$ cat config.mk
export PLATFORM = sky130hd
export DESIGN_NAME = ps2_shift_hub
export DESIGN_NICKNAME = d
export VERILOG_FILES = /design/src/rtl/ps2_hub_pkg.sv /design/src/rtl/ps2_glitch_filter.sv /design/src/rtl/ps2_frame_engine.sv /design/src/rtl/ps2_shift_hub.sv
export SDC_FILE = /design/constraint.sdc
export NUM_CORES = 1
export LEC_CHECK = 0
export BUFFER_PORTS_ARGS = -buffer_cell sky130_fd_sc_hd__buf_2
export CORE_MARGIN = 2
export CORE_UTILIZATION = 40
export CTS_CLUSTER_DIAMETER = 150
export DETAILED_ROUTE_END_ITERATION = 16
export GPL_ROUTABILITY_DRIVEN = 0
export SKIP_LAST_GASP = 1
export SYNTH_ARGS = -nofsm -noshare
export SYNTH_HDL_FRONTEND = slang
export SYNTH_HIERARCHICAL = 1
export SYNTH_SLANG_ARGS = --single-unit
export TNS_END_PERCENT = 30
$ cat constraint.sdc
create_clock -name clk -period 2.3 [get_ports clk]
set_clock_uncertainty 0.15 [all_clocks]
set_input_delay 0.23 -clock clk [delete_from_list [all_inputs] [get_ports clk]]
set_output_delay 0.23 -clock clk [all_outputs]
set_load 0.05 [all_outputs]
$ cat src/rtl/ps2_hub_pkg.sv
package ps2_hub_pkg;
    localparam int PORTS = 4;
    localparam int BYTE_W = 8;

    typedef logic [1:0] port_t;

    localparam logic [2:0] ADR_CTRL  = 3'd0;
    localparam logic [2:0] ADR_LINES = 3'd1;
    localparam logic [2:0] ADR_STAT  = 3'd2;
    localparam logic [2:0] ADR_DATA  = 3'd3;
    localparam logic [2:0] ADR_IEN   = 3'd4;

    // all data lines released, all clocks held low
    localparam logic [7:0] LINES_RST = 8'h47;

    function automatic int clk_pos(input int p);
        return (p == 3) ? 7 : 3 + p;
    endfunction

    function automatic int dat_pos(input int p);
        return (p == 3) ? 6 : p;
    endfunction

    function automatic logic [2:0] chan_code(input port_t p);
        return (p < 2'd2) ? 3'(p) + 3'd1 : 3'(p) + 3'd2;
    endfunction
endpackage

$ cat src/rtl/ps2_glitch_filter.sv
module ps2_glitch_filter #(
    parameter int CNT_W = 5
) (
    input  logic       clk,
    input  logic       rst_n,
    input  logic [2:0] sel,
    input  logic       raw,
    output logic       filt
);
    typedef struct packed {
        logic             s1;
        logic             s2;
        logic             filt;
        logic [CNT_W-1:0] cnt;
    } flt_t;

    flt_t q, d;
    logic [2:0]       shamt;
    logic [CNT_W-1:0] lim;

    always_comb begin
        shamt = (sel > 3'(CNT_W)) ? 3'(CNT_W) : sel;
        lim   = CNT_W'((32'd1 << shamt) - 32'd1);
        d     = q;
        d.s1  = raw;
        d.s2  = q.s1;
        if (q.s2 == q.filt) begin
            d.cnt = '0;
        end else if (q.cnt >= lim) begin
            d.filt = q.s2;
            d.cnt  = '0;
        end else begin
            d.cnt = q.cnt + 1'b1;
        end
    end

    always_ff @(posedge clk or negedge rst_n) begin
        if (!rst_n) q <= '{s1: 1'b1, s2: 1'b1, filt: 1'b1, cnt: '0};
        else        q <= d;
    end

    assign filt = q.filt;

    // the filtered level only moves to a value the synchroniser held
    p_filter_follow_r11: assert property (@(posedge clk) disable iff (!rst_n)
        (q.filt != $past(q.filt)) |-> ($past(q.s2) == q.filt));
endmodule

$ cat src/rtl/ps2_frame_engine.sv
module ps2_frame_engine
    import ps2_hub_pkg::*;
(
    input  logic              clk,
    input  logic              rst_n,
    input  logic              enable,
    input  logic              xmit,
    input  logic [PORTS-1:0]  clk_rel,
    input  logic [PORTS-1:0]  dat_rel,
    input  logic [PORTS-1:0]  clk_f,
    input  logic [PORTS-1:0]  dat_f,
    input  logic [BYTE_W-1:0] tx_byte,
    output logic              sot,
    output logic              eot,
    output logic              perr,
    output logic              ferr,
    output port_t             act,
    output logic              tx_own,
    output logic              tx_low,
    output logic              rx_load,
    output logic [BYTE_W-1:0] rx_byte
);
    typedef struct packed {
        logic              sot;
        logic              eot;
        logic              perr;
        logic              ferr;
        port_t             act;
        logic [3:0]        cnt;
        logic [BYTE_W-1:0] sh;
        logic              par;
        logic              tx_low;
        logic              txm;
        logic [PORTS-1:0]  cprev;
    } eng_t;

    eng_t q, d;
    logic [PORTS-1:0] fall, cand;
    logic             mech_rst, hit, dbit, efall;
    port_t            pick;

    assign mech_rst = !enable || (clk_rel == '0);

    always_comb begin
        d       = q;
        d.cprev = clk_f;
        rx_load = 1'b0;
        fall    = q.cprev & ~clk_f & clk_rel;
        cand    = xmit ? (clk_rel & ~dat_rel) : (fall & ~dat_f);
        pick    = '0;
        hit     = 1'b0;
        for (int i = PORTS - 1; i >= 0; i--) begin
            if (cand[i]) begin
                pick = port_t'(i);
                hit  = 1'b1;
            end
        end
        dbit  = dat_f[q.act];
        efall = fall[q.act];

        if (mech_rst) begin
            d       = '0;
            d.cprev = clk_f;
        end else if (!q.sot) begin
            if (hit) begin
                d.sot = 1'b1;
                d.act = pick;
                d.txm = xmit;
                if (xmit) begin
                    d.cnt    = 4'd0;
                    d.sh     = tx_byte;
                    d.par    = ~^tx_byte;
                    d.tx_low = 1'b1;
                end else begin
                    d.cnt = 4'd1;
                end
            end
        end else if (!q.eot && efall) begin
            d.cnt = q.cnt + 4'd1;
            if (q.txm) begin
                if (q.cnt < 4'd8) begin
                    d.tx_low = ~q.sh[0];
                    d.sh     = q.sh >> 1;
                end else if (q.cnt == 4'd8) begin
                    d.tx_low = ~q.par;
                end else if (q.cnt == 4'd9) begin
                    d.tx_low = 1'b0;
                end else begin
                    d.eot  = 1'b1;
                    d.ferr = dbit;
                end
            end else begin
                if (q.cnt <= 4'd8) begin
                    d.sh = {dbit, q.sh[BYTE_W-1:1]};
                end else if (q.cnt == 4'd9) begin
                    d.perr = ~(^q.sh ^ dbit);
                end else begin
                    d.ferr  = ~dbit;
                    d.eot   = 1'b1;
                    rx_load = 1'b1;
                end
            end
        end
    end

    always_ff @(posedge clk or negedge rst_n) begin
        if (!rst_n) q <= '0;
        else        q <= d;
    end

    assign sot     = q.sot;
    assign eot     = q.eot;
    assign perr    = q.perr;
    assign ferr    = q.ferr;
    assign act     = q.act;
    assign tx_own  = q.sot && q.txm;
    assign tx_low  = q.tx_low;
    assign rx_byte = q.sh;

    p_eot_after_sot_r6: assert property (@(posedge clk) disable iff (!rst_n)
        q.eot |-> q.sot);
    p_mech_clear_r6: assert property (@(posedge clk) disable iff (!rst_n)
        mech_rst |=> (!q.sot && !q.eot && !q.perr && !q.ferr));
    p_owner_kept_r4: assert property (@(posedge clk) disable iff (!rst_n)
        (q.sot && $past(q.sot)) |-> (q.act == $past(q.act)));
    p_disabled_idle_r10: assert property (@(posedge clk) disable iff (!rst_n)
        !enable |=> !q.sot);
    p_drive_in_tx_r7: assert property (@(posedge clk) disable iff (!rst_n)
        q.tx_low |-> (q.sot && q.txm && !q.eot));
endmodule

$ cat src/rtl/ps2_shift_hub.sv
module ps2_shift_hub
    import ps2_hub_pkg::*;
#(
    parameter int DB_CNT_W = 5
) (
    input  logic             clk,
    input  logic             rst_n,
    input  logic             reg_wr,
    input  logic [2:0]       reg_addr,
    input  logic [7:0]       reg_wdata,
    output logic [7:0]       reg_rdata,
    input  logic [PORTS-1:0] ps2_clk_in,
    input  logic [PORTS-1:0] ps2_dat_in,
    output logic [PORTS-1:0] ps2_clk_oe,
    output logic [PORTS-1:0] ps2_dat_oe,
    output logic             irq
);
    typedef struct packed {
        logic        en;
        logic        xmit;
        logic [2:0]  dbsel;
        logic [7:0]  lines;
        logic [BYTE_W-1:0] data;
        logic [1:0]  ien;
    } regs_t;

    regs_t q, d;

    logic [PORTS-1:0]  clk_rel, dat_rel, clk_f, dat_f;
    logic              e_sot, e_eot, e_perr, e_ferr, tx_own, tx_low, rx_load;
    port_t             e_act;
    logic [BYTE_W-1:0] rx_byte;
    logic [2:0]        code;

    for (genvar p = 0; p < PORTS; p++) begin : g_port
        assign clk_rel[p]    = q.lines[clk_pos(p)];
        assign dat_rel[p]    = q.lines[dat_pos(p)];
        assign ps2_clk_oe[p] = ~clk_rel[p];
        assign ps2_dat_oe[p] = (tx_own && e_act == port_t'(p)) ? tx_low : ~dat_rel[p];

        ps2_glitch_filter #(.CNT_W(DB_CNT_W)) u_clk_flt (
            .clk(clk), .rst_n(rst_n), .sel(q.dbsel),
            .raw(ps2_clk_in[p]), .filt(clk_f[p]));
        ps2_glitch_filter #(.CNT_W(DB_CNT_W)) u_dat_flt (
            .clk(clk), .rst_n(rst_n), .sel(q.dbsel),
            .raw(ps2_dat_in[p]), .filt(dat_f[p]));
    end

    ps2_frame_engine u_eng (
        .clk(clk), .rst_n(rst_n), .enable(q.en), .xmit(q.xmit),
        .clk_rel(clk_rel), .dat_rel(dat_rel), .clk_f(clk_f), .dat_f(dat_f),
        .tx_byte(q.data), .sot(e_sot), .eot(e_eot), .perr(e_perr), .ferr(e_ferr),
        .act(e_act), .tx_own(tx_own), .tx_low(tx_low), .rx_load(rx_load),
        .rx_byte(rx_byte));

    always_comb begin
        d = q;
        if (reg_wr) begin
            case (reg_addr)
                ADR_CTRL:  begin
                    d.en    = reg_wdata[0];
                    d.xmit  = reg_wdata[1];
                    d.dbsel = reg_wdata[4:2];
                end
                ADR_LINES: d.lines = reg_wdata;
                ADR_DATA:  d.data  = reg_wdata;
                ADR_IEN:   d.ien   = reg_wdata[1:0];
                default:   ;
            endcase
        end
        if (rx_load) d.data = rx_byte;
    end

    always_ff @(posedge clk or negedge rst_n) begin
        if (!rst_n) q <= '{en: 1'b0, xmit: 1'b0, dbsel: 3'd0, lines: LINES_RST,
                           data: '0, ien: 2'b00};
        else        q <= d;
    end

    assign code = e_sot ? chan_code(e_act) : 3'd0;

    always_comb begin
        case (reg_addr)
            ADR_CTRL:  reg_rdata = {3'b000, q.dbsel, q.xmit, q.en};
            ADR_LINES: reg_rdata = q.lines;
            ADR_STAT:  reg_rdata = {1'b0, code, e_ferr, e_perr, e_eot, e_sot};
            ADR_DATA:  reg_rdata = q.data;
            ADR_IEN:   reg_rdata = {6'b0, q.ien};
            default:   reg_rdata = 8'h00;
        endcase
    end

    assign irq = (e_sot && q.ien[0]) || (e_eot && q.ien[1]);

    p_irq_source_r9: assert property (@(posedge clk) disable iff (!rst_n)
        irq |-> (e_sot || e_eot));
    p_ack_release_r7: assert property (@(posedge clk) disable iff (!rst_n)
        (tx_own && e_eot) |-> (ps2_dat_oe[e_act] == 1'b0));
    p_load_data_r3: assert property (@(posedge clk) disable iff (!rst_n)
        rx_load |=> (q.data == $past(rx_byte)));
endmodule

Word-level counts from Yosys, hierarchy flattened --
Index checks and enable logic that the tools add are counted.
Storage, ports and cells: register bits 112, bits of input ports 22
Operators by class: muxes and demuxes 81, reduce and logical (&&, ||, !) cells 46, $lt $le $gt $ge 13, shifts and indexed selects 1, eq/ne operators 30, add/subtract/negate cells 12, bitwise operators 28
Operators with widths (number):
- 2-to-1 mux 5 bit | 16
- adder 5 x 1 -> 5 bit (second input constant) | 8
- >= comparator 5 bit | 8
- 2-to-1 mux 8 bit | 5
- case mux 8 bit (5 select lines) | 1
- 2-to-1 mux 1 bit | 38
- AND reduction 2 bit | 14
- 2-to-1 mux 12 bit | 2
- 2-to-1 mux 21 bit | 1
- 2-to-1 mux 10 bit | 2
- inverter 1 bit | 20
- AND reduction 5 bit | 4
- 2-to-1 mux 3 bit | 6
- 2-to-1 mux 17 bit | 1
- bitwise AND 4 bit | 4
- nonzero test 2 bit | 7
- 2-to-1 mux 2 bit | 6
- != test 3 bit (second input constant) | 4
- inverter 4 bit | 3
- != test 3 x 1 -> 1 bit (second input constant) | 3
- equality test 1 bit | 8
- equality test 4 bit (second input constant) | 2
- logical AND 1 bit | 8
- != test 4 bit (second input constant) | 2
- 31 further kinds | 38

Depth between registers and ports, before layout --
depth after elaboration 12, depth in mapped cells 9, gate-level depth less buffers 8

Modules after synthesis --
The synthesis kept the hierarchy.
By module, submodules not included:
- ps2_glitch_filter at g_port[0].u_clk_flt ... | area each 499.2 um2, instances 7, cells each 45
- ps2_frame_engine | area each 1823.0 um2, instances 1, cells each 168
- ps2_shift_hub | area each 1395.1 um2, instances 1, cells each 125
- ps2_glitch_filter at g_port[3].u_clk_flt | area each 503.0 um2, instances 1, cells each 45

Least setup slack after synthesis --
No wires, ideal clock.
path kind reg-to-output, from register u_eng.q, in the netlist u_eng/act[1], to output reg_rdata[4], data arrival time 2.254 ns, cell stages (with the launch flop) 6, buffers on the path 1, path slack -0.334 ns, path through dfrtp_1 -> buf_4 -> inv_1 -> ha_1 -> nand3b_1 -> a221oi_1
Between the ends: longest elaborated chain between the ends 4
RTL lines:
- start, declared | line ps2_frame_engine.sv:37 | eng_t q, d;
- start signal, assigned | line ps2_frame_engine.sv:107 | if (!rst_n) q <= '0;
- start signal, assigned | line ps2_frame_engine.sv:108 | else q <= d;
- < comparator 2 bit | line ps2_hub_pkg.sv:25 | return (p < 2'd2) ? 3'(p) + 3'd1 : 3'(p) + 3'd2;
- 2-to-1 mux 3 bit | line ps2_hub_pkg.sv:25
- 2-to-1 mux 3 bit | line ps2_shift_hub.sv:80 | assign code = e_sot ? chan_code(e_act) : 3'd0;
- case mux 8 bit (5 select lines) | line ps2_shift_hub.sv:83 | case (reg_addr)
- end, declared | line ps2_shift_hub.sv:11 | output logic [7:0] reg_rdata,
Every way passes these cells.

==> results.cfg <==
[logic_synthesis]
ys_seq_elements = 112
synth_cells = 653
yosysSeqAreaShare = 0.393
synth_nets = 731
ys.flop_type = dfrtp_1
synth_async_sr_flop_share = 1.00
synth_top_area_frac = 0.291
synth_area_leader_cell = dfrtp_1
synth_edf_count = 0
yosysUniqueCellTypes = 73
syn_area_per_cell_um2 = 11.1
syn-cell-area_mm2 = 0.00722
yosys_warnings = 6
yosys-top-cells-area = dfrtp_1 (29%), dfstp_2 (10%), ha_1 (9.7%)

[detailed_routing]
wl_met2_um = 8180
drt_iter0_drc = 289
wl_met1_um = 7410
drcViolationCount = 0
vias = 5286
first_pass_iters = 5
route.met3.wl_um = 457
wl_per_cell_um = 17.3
drt.antenna.violating_nets = 0
wl_um = 16400
maxUsedRoutingLayer = met4
viasPerCell = 5.57

[final_layout]
area_delta_synth_final_pct = 14.1
final_util = 0.461
drive_above_1_share = 0.254
antenna_cells_inserted = 0
layout.nets = 793
fillers = 1624
fin_area_mm2 = 0.00823

[power]
p_sw_frac = 0.406
peakVddDrop_mv = 0.525
clkPwrFrac = 0.196
p_int_mw = 5.16
power_mw = 8.68
combPwrFrac = 0.451
p_switching_mw = 3.52
powerDensity_mw_per_mm2 = 1050
p_leak_nw = 3.60
p_seq_frac = 0.352

[job]
cap_viol_max_count = 0

[worst_setup_path]
arrival_ns = 2.32
reg2reg_depth = 6
r2r_end = g_port[3].u_clk_flt/q[3]
r2r_slack_ns = 0.07
critPathCaptureType = register
crit_fanout = 29
regToRegStartpoint = q[20]
crit_path_start_kind = register
crit_required_ns = 2.39
criticalPathCategory = reg -> reg

[sta]
fmax_ghz = 0.449
timing.final.max_slew_violations = 0
worst_pin_slew_ns = 0.469
hold_viol_final = 0
slew_headroom = 0.687
period_needed_ns = 2.23
fin_crit_sh = 0.969
setup_tns_ns = 0
rsz0062_at_grt = yes
report.final.setup_viol = 0

[global_routing]
grt_use_total = 0.173
grt-ovfl-total = 0
grt_max_degree = 48
grt_pass1_wl_um = 27300
antenna_found_initial = 0
grt_pass1_vias = 5486

[floorplanning]
die_w_um = 138
dieArea_mm2 = 0.0191
row_count = 49
chipHeight_um = 138
initial_core_util = 0.404
core_area_mm2 = 0.0178
io_pins = 39

[clocking]
clk_pin_slew_worst_paths_ns = 0.07
cts_tree = built
cts_htree_levels = 3
clock_path_buffers = 2
cts.sinks = 112
clockRootBuffer = clkbuf_16
clkLatencyLatePin_ns = 0.36
cts_buffers = 9

[run_status]
status = finished clean

[placement]
port_buffers = 38
dpl.hpwl_um = 12000
postPlaceCellArea_mm2 = 0.00775

[min_path]
min_path_type = in -> reg
min_path_cells = 2
min_to = dat_rel[2]
min_from = reg_wdata[2]
==> cell families (layout without fill, tap and decap cells) <==
kind of cell             count (synthesis)  after routing  synth area share
AO/OA/AOI/OAI                          177            177             0.194
XOR/XNOR                                48             48            0.0583
adder cells (fa/ha/maj)                 56             56            0.0971
AND/OR/NAND/NOR                        142            142             0.123
multiplexers                            51             51            0.0825
buffers and inverters                   67            134            0.0524
flip-flops                             112            112             0.393
==> critical path, cell delays in order, from the launching register on <==
cell	delay (ns)
dfrtp_1	0.43
buf_12	0.18
or3_1	0.37
ha_1	0.29
nor2b_2	0.16
o21ai_1	0.16
a311oi_1	0.36
==> layout make-up <==
class / count / area (um2) / share of cell area
multi-input combinational: 474 / 4030 / 0.490
sequential: 112 / 2840 / 0.345
timing repair buffer: 82 / 618 / 0.0751
tap: 229 / 287 / 0.0348
clock buffer: 12 / 246 / 0.0299
inverter: 36 / 135 / 0.0164
clock inverter: 4 / 76.3 / 0.00927
==> worst max-delay path by stage <==
stage                           start                  endpoint  slack, ns  cells after the start
after floorplan           u_eng/q[15]                      q[6]       0.02                      8
after global placement          q[20]  g_port[0].u_dat_flt/q[4]       0.17                      6
after detailed placement        q[20]  g_port[1].u_dat_flt/q[0]       0.05                      6
after CTS                       q[20]  g_port[1].u_dat_flt/q[0]       0.03                      6
after global routing      u_eng/q[15]                      q[8]      -0.03                      9
final                           q[20]  g_port[3].u_clk_flt/q[3]       0.07                      6
==> cell usage after synthesis (10+ instances only) <==
cell	n
a21oi_1	35
ha_1	56
buf_6	10
a311oi_1	41
dfstp_2	28
o21ai_0	11
mux2i_1	31
nor2b_1	10
dfrtp_1	84
xor2_1	24
inv_1	35
xnor2_1	24
o21ai_1	18
nand2_1	25
nand3_1	28
buf_4	13
nor2_1	25
==> stage by stage <==
stage                     cells  setup slack, ns  hold WS (ns)
after floorplan             653           0.0189        -0.216
after global placement      920            0.175        0.0756
after detailed placement    920           0.0492        0.0720
after CTS                   949           0.0338      0.000468
after global routing        949          -0.0291       0.00805
final                       949           0.0723        0.0126
==> repair_timing <==
action                     4_1_cts  5_1_grt
gates cloned                     0        0
setup buffers                    1        0
hold endpoints to repair        36        0
gates resized for setup          2        8
pin swaps                        0        3
hold buffers                    12        0
setup endpoints to repair        1       27
==> registers in the layout, indices dropped and copies added, names as in the netlist, 4 cells and up <==
register,flops
g_port.u_clk_flt/filt,4
u_eng/rx_byte,8
g_port.u_dat_flt/q,24
g_port.u_clk_flt/q,24
clk_rel,4
g_port.u_dat_flt/filt,4
g_port.u_clk_flt/d,4
q,15
dat_rel,4
u_eng/q,10
g_port.u_dat_flt/d,4
==> power by group through the flow <==
stage	sequential, mW	combinational [mW]	clock, mW
3_3_place_gp	3.08	3.62	0
4_1_cts	3.06	3.86	1.76
5_1_grt	3.14	4.32	1.84
2_1_floorplan	2.97	2.88	0
3_5_place_dp	3.11	3.81	0
6_report	3.06	3.92	1.70
==> metal layers <==
| metal | track usage | vias up |
|---|---|---|
| met5 | 0 | - |
| met3 | 0.0319 | 26 |
| li1 | - | 2551 |
| met4 | 0.0602 | 0 |
| met1 | 0.221 | 2611 |
| met2 | 0.297 | 98 |
==> cell usage in the layout (no fill, tap or decap), drive strengths merged, types with 5 or more instances in the layout <==
cell         instances
dfstp               28
nor2b               14
a21boi               8
mux2                17
ha                  56
dlygate4sd3         12
o2111ai              8
nand2               34
nand3               28
xor2                24
a311oi              42
mux2i               31
or3                  9
nor3                 5
buf                 70
o21ai               34
nor2                26
inv                 37
dfrtp               84
o2bb2ai              8
o21a                 8
nand4                6
o211ai              10
a21oi               44
clkbuf              12
xnor2               24
No activity file was read; power rests on OpenSTA's default activity.
